### config.mk
export PLATFORM = sky130hd
export DESIGN_NAME = posted_wr_bridge
export DESIGN_NICKNAME = d
export VERILOG_FILES = /design/src/rtl/pwb_pkg.sv /design/src/rtl/pwb_slot.sv /design/src/rtl/pwb_pside.sv /design/src/rtl/posted_wr_bridge.sv
export SDC_FILE = /design/constraint.sdc
export NUM_CORES = 1
export LEC_CHECK = 0
export ABC_CLOCK_PERIOD_IN_PS = 1520
export BUFFER_PORTS_ARGS = -buffer_cell sky130_fd_sc_hd__buf_2
export CAP_MARGIN = 5
export CORE_UTILIZATION = 51
export DETAILED_ROUTE_END_ITERATION = 7
export PLACE_DENSITY = 0.88
export SLEW_MARGIN = 10
export SYNTH_ARGS = -nofsm -noshare
export SYNTH_HDL_FRONTEND = slang
export SYNTH_SLANG_ARGS = --single-unit
### constraint.sdc
create_clock -name clk -period 1.52 [get_ports clk]
set_input_delay 0.304 -clock clk [delete_from_list [all_inputs] [get_ports clk]]
set_output_delay 0.304 -clock clk [all_outputs]
set_load 0.02 [all_outputs]
### src/rtl/pwb_pkg.sv
package pwb_pkg;
    typedef enum logic [1:0] {
        PS_IDLE   = 2'd0,
        PS_SETUP  = 2'd1,
        PS_ACCESS = 2'd2
    } pside_state_e;
endpackage

### src/rtl/pwb_slot.sv
module pwb_slot #(
    parameter int AW = 12,
    parameter int DW = 32
) (
    input  logic                 clk,
    input  logic                 rst_n,
    input  logic                 load,
    input  logic [AW-1:0]        ld_addr,
    input  logic [DW-1:0]        ld_data,
    input  logic [DW/8-1:0]      ld_strb,
    input  logic                 drain,
    output logic                 valid,
    output logic [AW-1:0]        addr,
    output logic [DW-1:0]        data,
    output logic [DW/8-1:0]      strb
);
    localparam int SW = DW / 8;

    typedef struct packed {
        logic          valid;
        logic [AW-1:0] addr;
        logic [DW-1:0] data;
        logic [SW-1:0] strb;
    } slot_t;

    slot_t slot_d, slot_q;

    always_comb begin
        slot_d = slot_q;
        if (drain) begin
            slot_d.valid = 1'b0;
        end
        if (load) begin
            slot_d.valid = 1'b1;
            slot_d.addr  = ld_addr;
            slot_d.data  = ld_data;
            slot_d.strb  = ld_strb;
        end
    end

    always_ff @(posedge clk or negedge rst_n) begin
        if (!rst_n) begin
            slot_q <= '0;
        end else begin
            slot_q <= slot_d;
        end
    end

    assign valid = slot_q.valid;
    assign addr  = slot_q.addr;
    assign data  = slot_q.data;
    assign strb  = slot_q.strb;

    // an occupied entry is never overwritten by a new load
    a_r6_no_overwrite: assert property (@(posedge clk) disable iff (!rst_n)
        (slot_q.valid && !drain) |-> !load);
endmodule

### src/rtl/pwb_pside.sv
module pwb_pside
    import pwb_pkg::*;
#(
    parameter int AW = 12,
    parameter int DW = 32
) (
    input  logic                 clk,
    input  logic                 rst_n,
    input  logic                 slow_en,
    input  logic                 start,
    input  logic                 st_write,
    input  logic [AW-1:0]        st_addr,
    input  logic [DW-1:0]        st_data,
    input  logic [DW/8-1:0]      st_strb,
    output logic                 done,
    output logic                 p_sel,
    output logic                 p_enable,
    output logic                 p_write,
    output logic [AW-1:0]        p_addr,
    output logic [DW-1:0]        p_wdata,
    output logic [DW/8-1:0]      p_strb
);
    localparam int SW = DW / 8;

    typedef struct packed {
        pside_state_e  st;
        logic          write;
        logic [AW-1:0] addr;
        logic [DW-1:0] data;
        logic [SW-1:0] strb;
    } xfer_t;

    xfer_t xf_d, xf_q;

    always_comb begin
        xf_d = xf_q;
        if (slow_en) begin
            unique case (xf_q.st)
                PS_IDLE: begin
                    if (start) begin
                        xf_d.st    = PS_SETUP;
                        xf_d.write = st_write;
                        xf_d.addr  = st_addr;
                        xf_d.data  = st_data;
                        xf_d.strb  = st_strb;
                    end
                end
                PS_SETUP:  xf_d.st = PS_ACCESS;
                PS_ACCESS: xf_d.st = PS_IDLE;
                default:   xf_d.st = PS_IDLE;
            endcase
        end
    end

    always_ff @(posedge clk or negedge rst_n) begin
        if (!rst_n) begin
            xf_q <= '{st: PS_IDLE, default: '0};
        end else begin
            xf_q <= xf_d;
        end
    end

    assign done     = (xf_q.st == PS_ACCESS) && slow_en;
    assign p_sel    = (xf_q.st != PS_IDLE);
    assign p_enable = (xf_q.st == PS_ACCESS);
    assign p_write  = xf_q.write;
    assign p_addr   = xf_q.addr;
    assign p_wdata  = xf_q.data;
    assign p_strb   = xf_q.strb;

    // the access phase is entered only from a setup phase
    a_r4_access_after_setup: assert property (@(posedge clk) disable iff (!rst_n)
        $rose(p_enable) |-> $past(p_sel && !p_enable));

    // peripheral outputs are frozen across a clock with slow_en low
    a_r5_hold_without_enable: assert property (@(posedge clk) disable iff (!rst_n)
        !slow_en |=> ($stable(p_sel) && $stable(p_enable) && $stable(p_addr)));
endmodule

### src/rtl/posted_wr_bridge.sv
module posted_wr_bridge #(
    parameter int AW = 12,
    parameter int DW = 32
) (
    input  logic                 clk,
    input  logic                 rst_n,
    input  logic                 slow_en,
    input  logic                 m_req,
    input  logic                 m_we,
    input  logic [AW-1:0]        m_addr,
    input  logic [DW-1:0]        m_wdata,
    input  logic [DW/8-1:0]      m_be,
    output logic                 m_ready,
    output logic [DW-1:0]        m_rdata,
    output logic                 write_pending,
    output logic                 p_sel,
    output logic                 p_enable,
    output logic                 p_write,
    output logic [AW-1:0]        p_addr,
    output logic [DW-1:0]        p_wdata,
    output logic [DW/8-1:0]      p_strb,
    input  logic [DW-1:0]        p_rdata
);
    localparam int SW = DW / 8;

    logic          slot_valid, slot_load, slot_drain;
    logic [AW-1:0] slot_addr;
    logic [DW-1:0] slot_data;
    logic [SW-1:0] slot_strb;
    logic          xf_start, xf_write, xf_done;
    logic [AW-1:0] xf_addr;
    logic [DW-1:0] xf_data;
    logic [SW-1:0] xf_strb;

    always_comb begin
        slot_load = m_req && m_we && !slot_valid;
        xf_start  = slot_valid || (m_req && !m_we);
        xf_write  = slot_valid;
        xf_addr   = slot_valid ? slot_addr : m_addr;
        xf_data   = slot_valid ? slot_data : m_wdata;
        xf_strb   = slot_valid ? slot_strb : '0;
        slot_drain = xf_done && p_write;
        m_ready   = m_we ? !slot_valid : (xf_done && !p_write);
    end

    pwb_slot #(.AW(AW), .DW(DW)) u_slot (
        .clk     (clk),
        .rst_n   (rst_n),
        .load    (slot_load),
        .ld_addr (m_addr),
        .ld_data (m_wdata),
        .ld_strb (m_be),
        .drain   (slot_drain),
        .valid   (slot_valid),
        .addr    (slot_addr),
        .data    (slot_data),
        .strb    (slot_strb)
    );

    pwb_pside #(.AW(AW), .DW(DW)) u_pside (
        .clk      (clk),
        .rst_n    (rst_n),
        .slow_en  (slow_en),
        .start    (xf_start),
        .st_write (xf_write),
        .st_addr  (xf_addr),
        .st_data  (xf_data),
        .st_strb  (xf_strb),
        .done     (xf_done),
        .p_sel    (p_sel),
        .p_enable (p_enable),
        .p_write  (p_write),
        .p_addr   (p_addr),
        .p_wdata  (p_wdata),
        .p_strb   (p_strb)
    );

    assign write_pending = slot_valid;
    assign m_rdata       = p_rdata;

    // pending holds until a peripheral write access completes
    a_r2_pending_held: assert property (@(posedge clk) disable iff (!rst_n)
        (write_pending && !(p_sel && p_enable && p_write && slow_en)) |=> write_pending);

    // a read is answered only when no posted write remains
    a_r7_read_after_drain: assert property (@(posedge clk) disable iff (!rst_n)
        (m_req && !m_we && m_ready) |-> !write_pending);

    // a read is answered in its own access cycle
    a_r7_read_in_access: assert property (@(posedge clk) disable iff (!rst_n)
        (m_req && !m_we && m_ready) |-> (p_sel && p_enable && !p_write));
endmodule

# After elaboration in Yosys (flattened, before gate mapping)
# Cells that the tools add are included.
# totals
latch_bits,0
inputBits,85
register_bits,100
out_inout_bits,85
n_memories,0
mem_bits_rw,0
romBits,0
# classes
div_mod_pow,0
add_sub_neg,0
n_eq_ne,3
mux,8
n_mul,0
n_bitwise,0
magnitude_cmp,0
reduce_logical,15
n_shift,0
# ops
cell,count
2-to-1 mux 51 bit,1
2-to-1 mux 49 bit,1
2-to-1 mux 32 bit,1
2-to-1 mux 12 bit,1
logical AND 1 bit,6
2-to-1 mux 4 bit,1
case mux 2 bit (2 select lines),1
nonzero test 2 bit,2
zero test 1 bit,3
AND reduction 3 bit,1
"== test 2 x 1 -> 1 bit, second input constant",1
"== test 2 bit, second input constant",1
zero test 2 bit,1
2-to-1 mux 1 bit,2
"inequality test 2 x 1 -> 1 bit, second input constant",1
AND reduction 2 bit,1
logical OR 1 bit,1

# Logic depth before layout (Yosys ltp)
# logic_depth
depth_word,5
depth_mapped,5
depth_no_buf,3

# Modules after synthesis
# A second synthesis with hierarchy kept.
# hier_totals
hier_cells,358
area_unflattened_um2,5464.0
# by_module_without_submodules
module,instances,seq_area_each_um2,cells_each,area_each_um2
pwb_pside,1,1276.2,162,2544.9
pwb_slot,1,1226.2,104,1856.8
posted_wr_bridge,1,0.0,92,1062.3

# Least setup slack after synthesis
# Ideal clock, no wire load.
# synth_timing
path_type,register to register
startpoint,"register u_slot.slot_q, in the netlist u_slot.valid"
endpoint,"register u_pside.xf_q, in the netlist u_pside.p_addr[0]"
stages_incl_launch_ff,5
slack_ps,-37
t_required_ps,1395
synth_period_minus_slack_ps,1557
arrival_ps,1432
path_cell_list,dfrtp_1 -> buf_2 -> buf_2 -> mux2_2 -> mux2_2
# synth_via
elab_chain_cells,2
word_cells_on_any_way,3
classes_between,mux (1); reduce/logical (2)
# synth_lines
element,line,text
start: declaration,pwb_slot.sv:26,"slot_t slot_d, slot_q;"
start signal: assignment,pwb_slot.sv:45,slot_q <= slot_d;
logical OR 1 bit,posted_wr_bridge.sv:37,xf_start = slot_valid || (m_req && !m_we);
AND reduction 3 bit (no source line),n/a,
end signal: assignment,pwb_pside.sv:57,"xf_q <= '{st: PS_IDLE, default: '0};"
end signal: assignment,pwb_pside.sv:59,xf_q <= xf_d;
end: declaration,pwb_pside.sv:33,"xfer_t xf_d, xf_q;"
# Several ways; a longest one is shown, not always the timed one.
# A chain may end at the register's enable or synchronous reset.

# Worst setup path in the final report
# layout_timing
startpoint,register u_pside.xf_q[49] in the netlist's numbering
endpoint,"register u_pside.xf_q, in the netlist u_pside.p_wdata[9]"
# layout_via
elab_chain_cells,2
# layout_lines
element,line,text
zero test 2 bit,pwb_pside.sv:38,unique case (xf_q.st)
AND reduction 3 bit (no source line),n/a,
# Every way passes these cells.

==> qor.yml <==
gp_congestion: 0.686
hold_path_class: "input port to flip-flop"
period_minus_slack_ps: 1670
synth.cell_area_um2: 4990
yosys_warnings: 0
rsz0062_at_grt: "yes"
relSlewSlack: 0.815
peakVddDrop_uv: 893
drive_above_1_share: 0.704
tightest_slew_ps: 278
antenna_cells: 0
grt_pass1_vias: 2904
synth_edf_count: 0
routedWlPerCell_um: 17.4
yosys_register_bits: 100
drv_cap: 0
ys_seq_area_frac: 0.501
fin_util: 0.611
synth_most_common_cell: "mux2_2"
pwr-share-comb: 0.496
wl_mm: 9.41
grt_overflow: 0
initial_core_util: 0.533
vias: 2739
synth_area_leaders: "dfrtp_1, mux2_2, buf_4, mux2_4, buf_6"
rows: 35
cts-root-buf: "clkbuf_8"
portBuffers: 105
die-area_um2: 10200
ys_top_cells_by_count: "mux2_2, dfrtp_1, buf_4"
ys.flop_type: "dfrtp_1"
track_usage: 0.182
syn_nets: 447
syn_avg_cell_area_um2: 13.8
status: "finished with violations"
tritoncts: "yes"
cp.arrival_ps: 1920
cp-end-kind: "flip-flop"
worst-endpoint-required_ps: 1770
nFillCells: 748
ant_nets: 0
slowest_stage: "dfrtp_2"
area_growth_pct: 14.6
ioPinCount: 170
place_hpwl_mm: 5.87
clkPwrFrac: 0.132
critPathMaxFanout: 12
antenna_found_initial: 0
fin_nets: 492
synth_cell_types: 19
synth.top_cell.area_share: 0.501
drt_iter0_drc: 38
slew_viol_final: 0
synthCells: 362
crit_chain: "buf_4 > nor2_4 > buf_6 > o211a_4 > clkbuf_16 > mux2_2"
p_sw_w: 0.00434
slowest_delay_ps: 410
drc: 0
critical_path_class: "flip-flop to flip-flop"
violations: "setup timing"
clk_path_buf_depth: 2
async_flop_share: 1.00
intPower_w: 0.00848
final-setup-viol-count: 48
clock-sinks: 100
avgViaCountPerCell: 5.06
setup_ws_ps: -152
cts.clk_slew.worst_paths_ps: 100
clock.fmax_mhz: 598
hold_viol_final: 0
fp.dieH_um: 101
start_kind: "flip-flop"
leakage_nw: 2.78
coreArea_um2: 9370
swShare: 0.338
htreeDepth: 3
clock_latency_ps: 360
finalSetupTns_ps: -5170
grt_pass1_wl_mm: 14.0
cts_made_buffers: 9
power_density_nw_per_um2: 2240
grt_max_degree: 53
min_period_over_period: 1.10
die_x_um: 101
finClkSkew_ps: 10.6
pwr-share-seq: 0.372
yosysTopAreaCell: "dfrtp_1"
first_pass_iters: 4
pre_cts_slack_ps: -0.433
==> state kept, by name, indices dropped and copies added (netlist names) <==
register,cells
u_pside.p_addr,12
u_pside.p_strb,4
u_pside.p_wdata,32
u_pside.p_write,1
u_pside.xf_q,2
u_slot.addr,12
u_slot.data,32
u_slot.strb,4
u_slot.valid,1
==> power by group through the flow <==
stage / registers (W) / clock network (W) / logic, W
2_1_floorplan: 0.00456 / 0 / 0.00490
3_3_place_gp: 0.00468 / 0 / 0.00502
3_5_place_dp: 0.00479 / 0 / 0.00522
4_1_cts: 0.00472 / 0.00175 / 0.00568
5_1_grt: 0.00491 / 0.00185 / 0.00680
6_report: 0.00476 / 0.00169 / 0.00636
==> critical path, delay by kind of cell, from the launching register on <==
kind,cells,cell delay (ps)
AO/OA/AOI/OAI,1,230
buffers and inverters,3,470
flip-flops,1,410
multiplexers,1,340
AND/OR/NAND/NOR,1,130
==> kinds of logic (layout without fill, tap and decap cells) <==
| family | Yosys count | after routing | share of synthesized area |
|---|---|---|---|
| simple gates | 12 | 12 | 0.0183 |
| mux | 138 | 138 | 0.318 |
| compound gates | 8 | 8 | 0.0115 |
| buf+inv | 104 | 154 | 0.151 |
| flops | 100 | 100 | 0.501 |
==> worst paths after layout <==
kind                       slack, ps  cells after the start                         start                              to
max                             -150                      6  u_pside.xf_q[49]$_DFFE_PN0P_  u_pside.p_wdata[9]$_DFFE_PN0P_
min                              180                      2                       m_be[3]      u_slot.strb[3]$_DFFE_PN0P_
max reg2reg                     -150                      6  u_pside.xf_q[49]$_DFFE_PN0P_  u_pside.p_wdata[9]$_DFFE_PN0P_
min reg2reg                      510                      1   u_slot.data[21]$_DFFE_PN0P_     u_slot.data[21]$_DFFE_PN0P_
max in group asynchronous        740                      3                         rst_n    u_pside.xf_q[49]$_DFFE_PN0P_
min in group asynchronous        510                      3                         rst_n      u_slot.addr[9]$_DFFE_PN0P_
==> metrics by stage <==
step | cells | total power (W) | hold WS, ps | instance area [um2]
final | 541 | 0.0128 | 183 | 5720
after global routing | 541 | 0.0136 | 156 | 5720
after CTS | 534 | 0.0122 | 165 | 5490
after detailed placement | 510 | 0.0100 | 327 | 5140
after global placement | 510 | 0.00969 | 313 | 5140
after floorplan | 362 | 0.00946 | 8.41 | 5000
==> placed cells by master (no fill, tap or decap), drive strengths merged <==
cell type	count
inv	9
a21o	1
nand3b	2
or2b	1
bufinv	1
o31ai	1
clkinv	4
mux2	137
dfrtp	100
nor2b	2
dlygate4sd3	1
o211a	1
nand4	4
mux2i	1
buf	127
clkbuf	11
o21ai	5
bufbuf	1
nand2	2
nor2	1
==> final cells by class <==
class / instances / area (um2) / area share
Tap cell: 129 / 161 / 0.0282
Clock buffer: 9 / 124 / 0.0216
Clock inverter: 7 / 75.1 / 0.0131
Inverter: 7 / 26.3 / 0.00459
Multi-Input combinational cell: 158 / 1890 / 0.330
Timing Repair Buffer: 131 / 945 / 0.165
Sequential cell: 100 / 2510 / 0.438
==> repair_timing <==
| item | 4_1_cts | 5_1_grt |
|---|---|---|
| setup endpoints to repair | 3 | 49 |
| hold buffers | 1 | 0 |
| gates resized for setup | 12 | 40 |
| endpoints found under the hold margin | 100 | 0 |
| buffers inserted | 6 | 5 |
| gates cloned | 1 | 2 |
| pin swaps | 1 | 2 |
==> layer usage <==
layer / vias to the layer above / share of wire / global-route usage
met1: 1393 / 0.42 / 0.215
met4: 0 / 0.010 / 0.0669
li1: 1246 / - / -
met2: 90 / 0.51 / 0.315
met5: - / 0 / 0
met3: 10 / 0.055 / 0.0527
(Power assumes the default switching activity.)
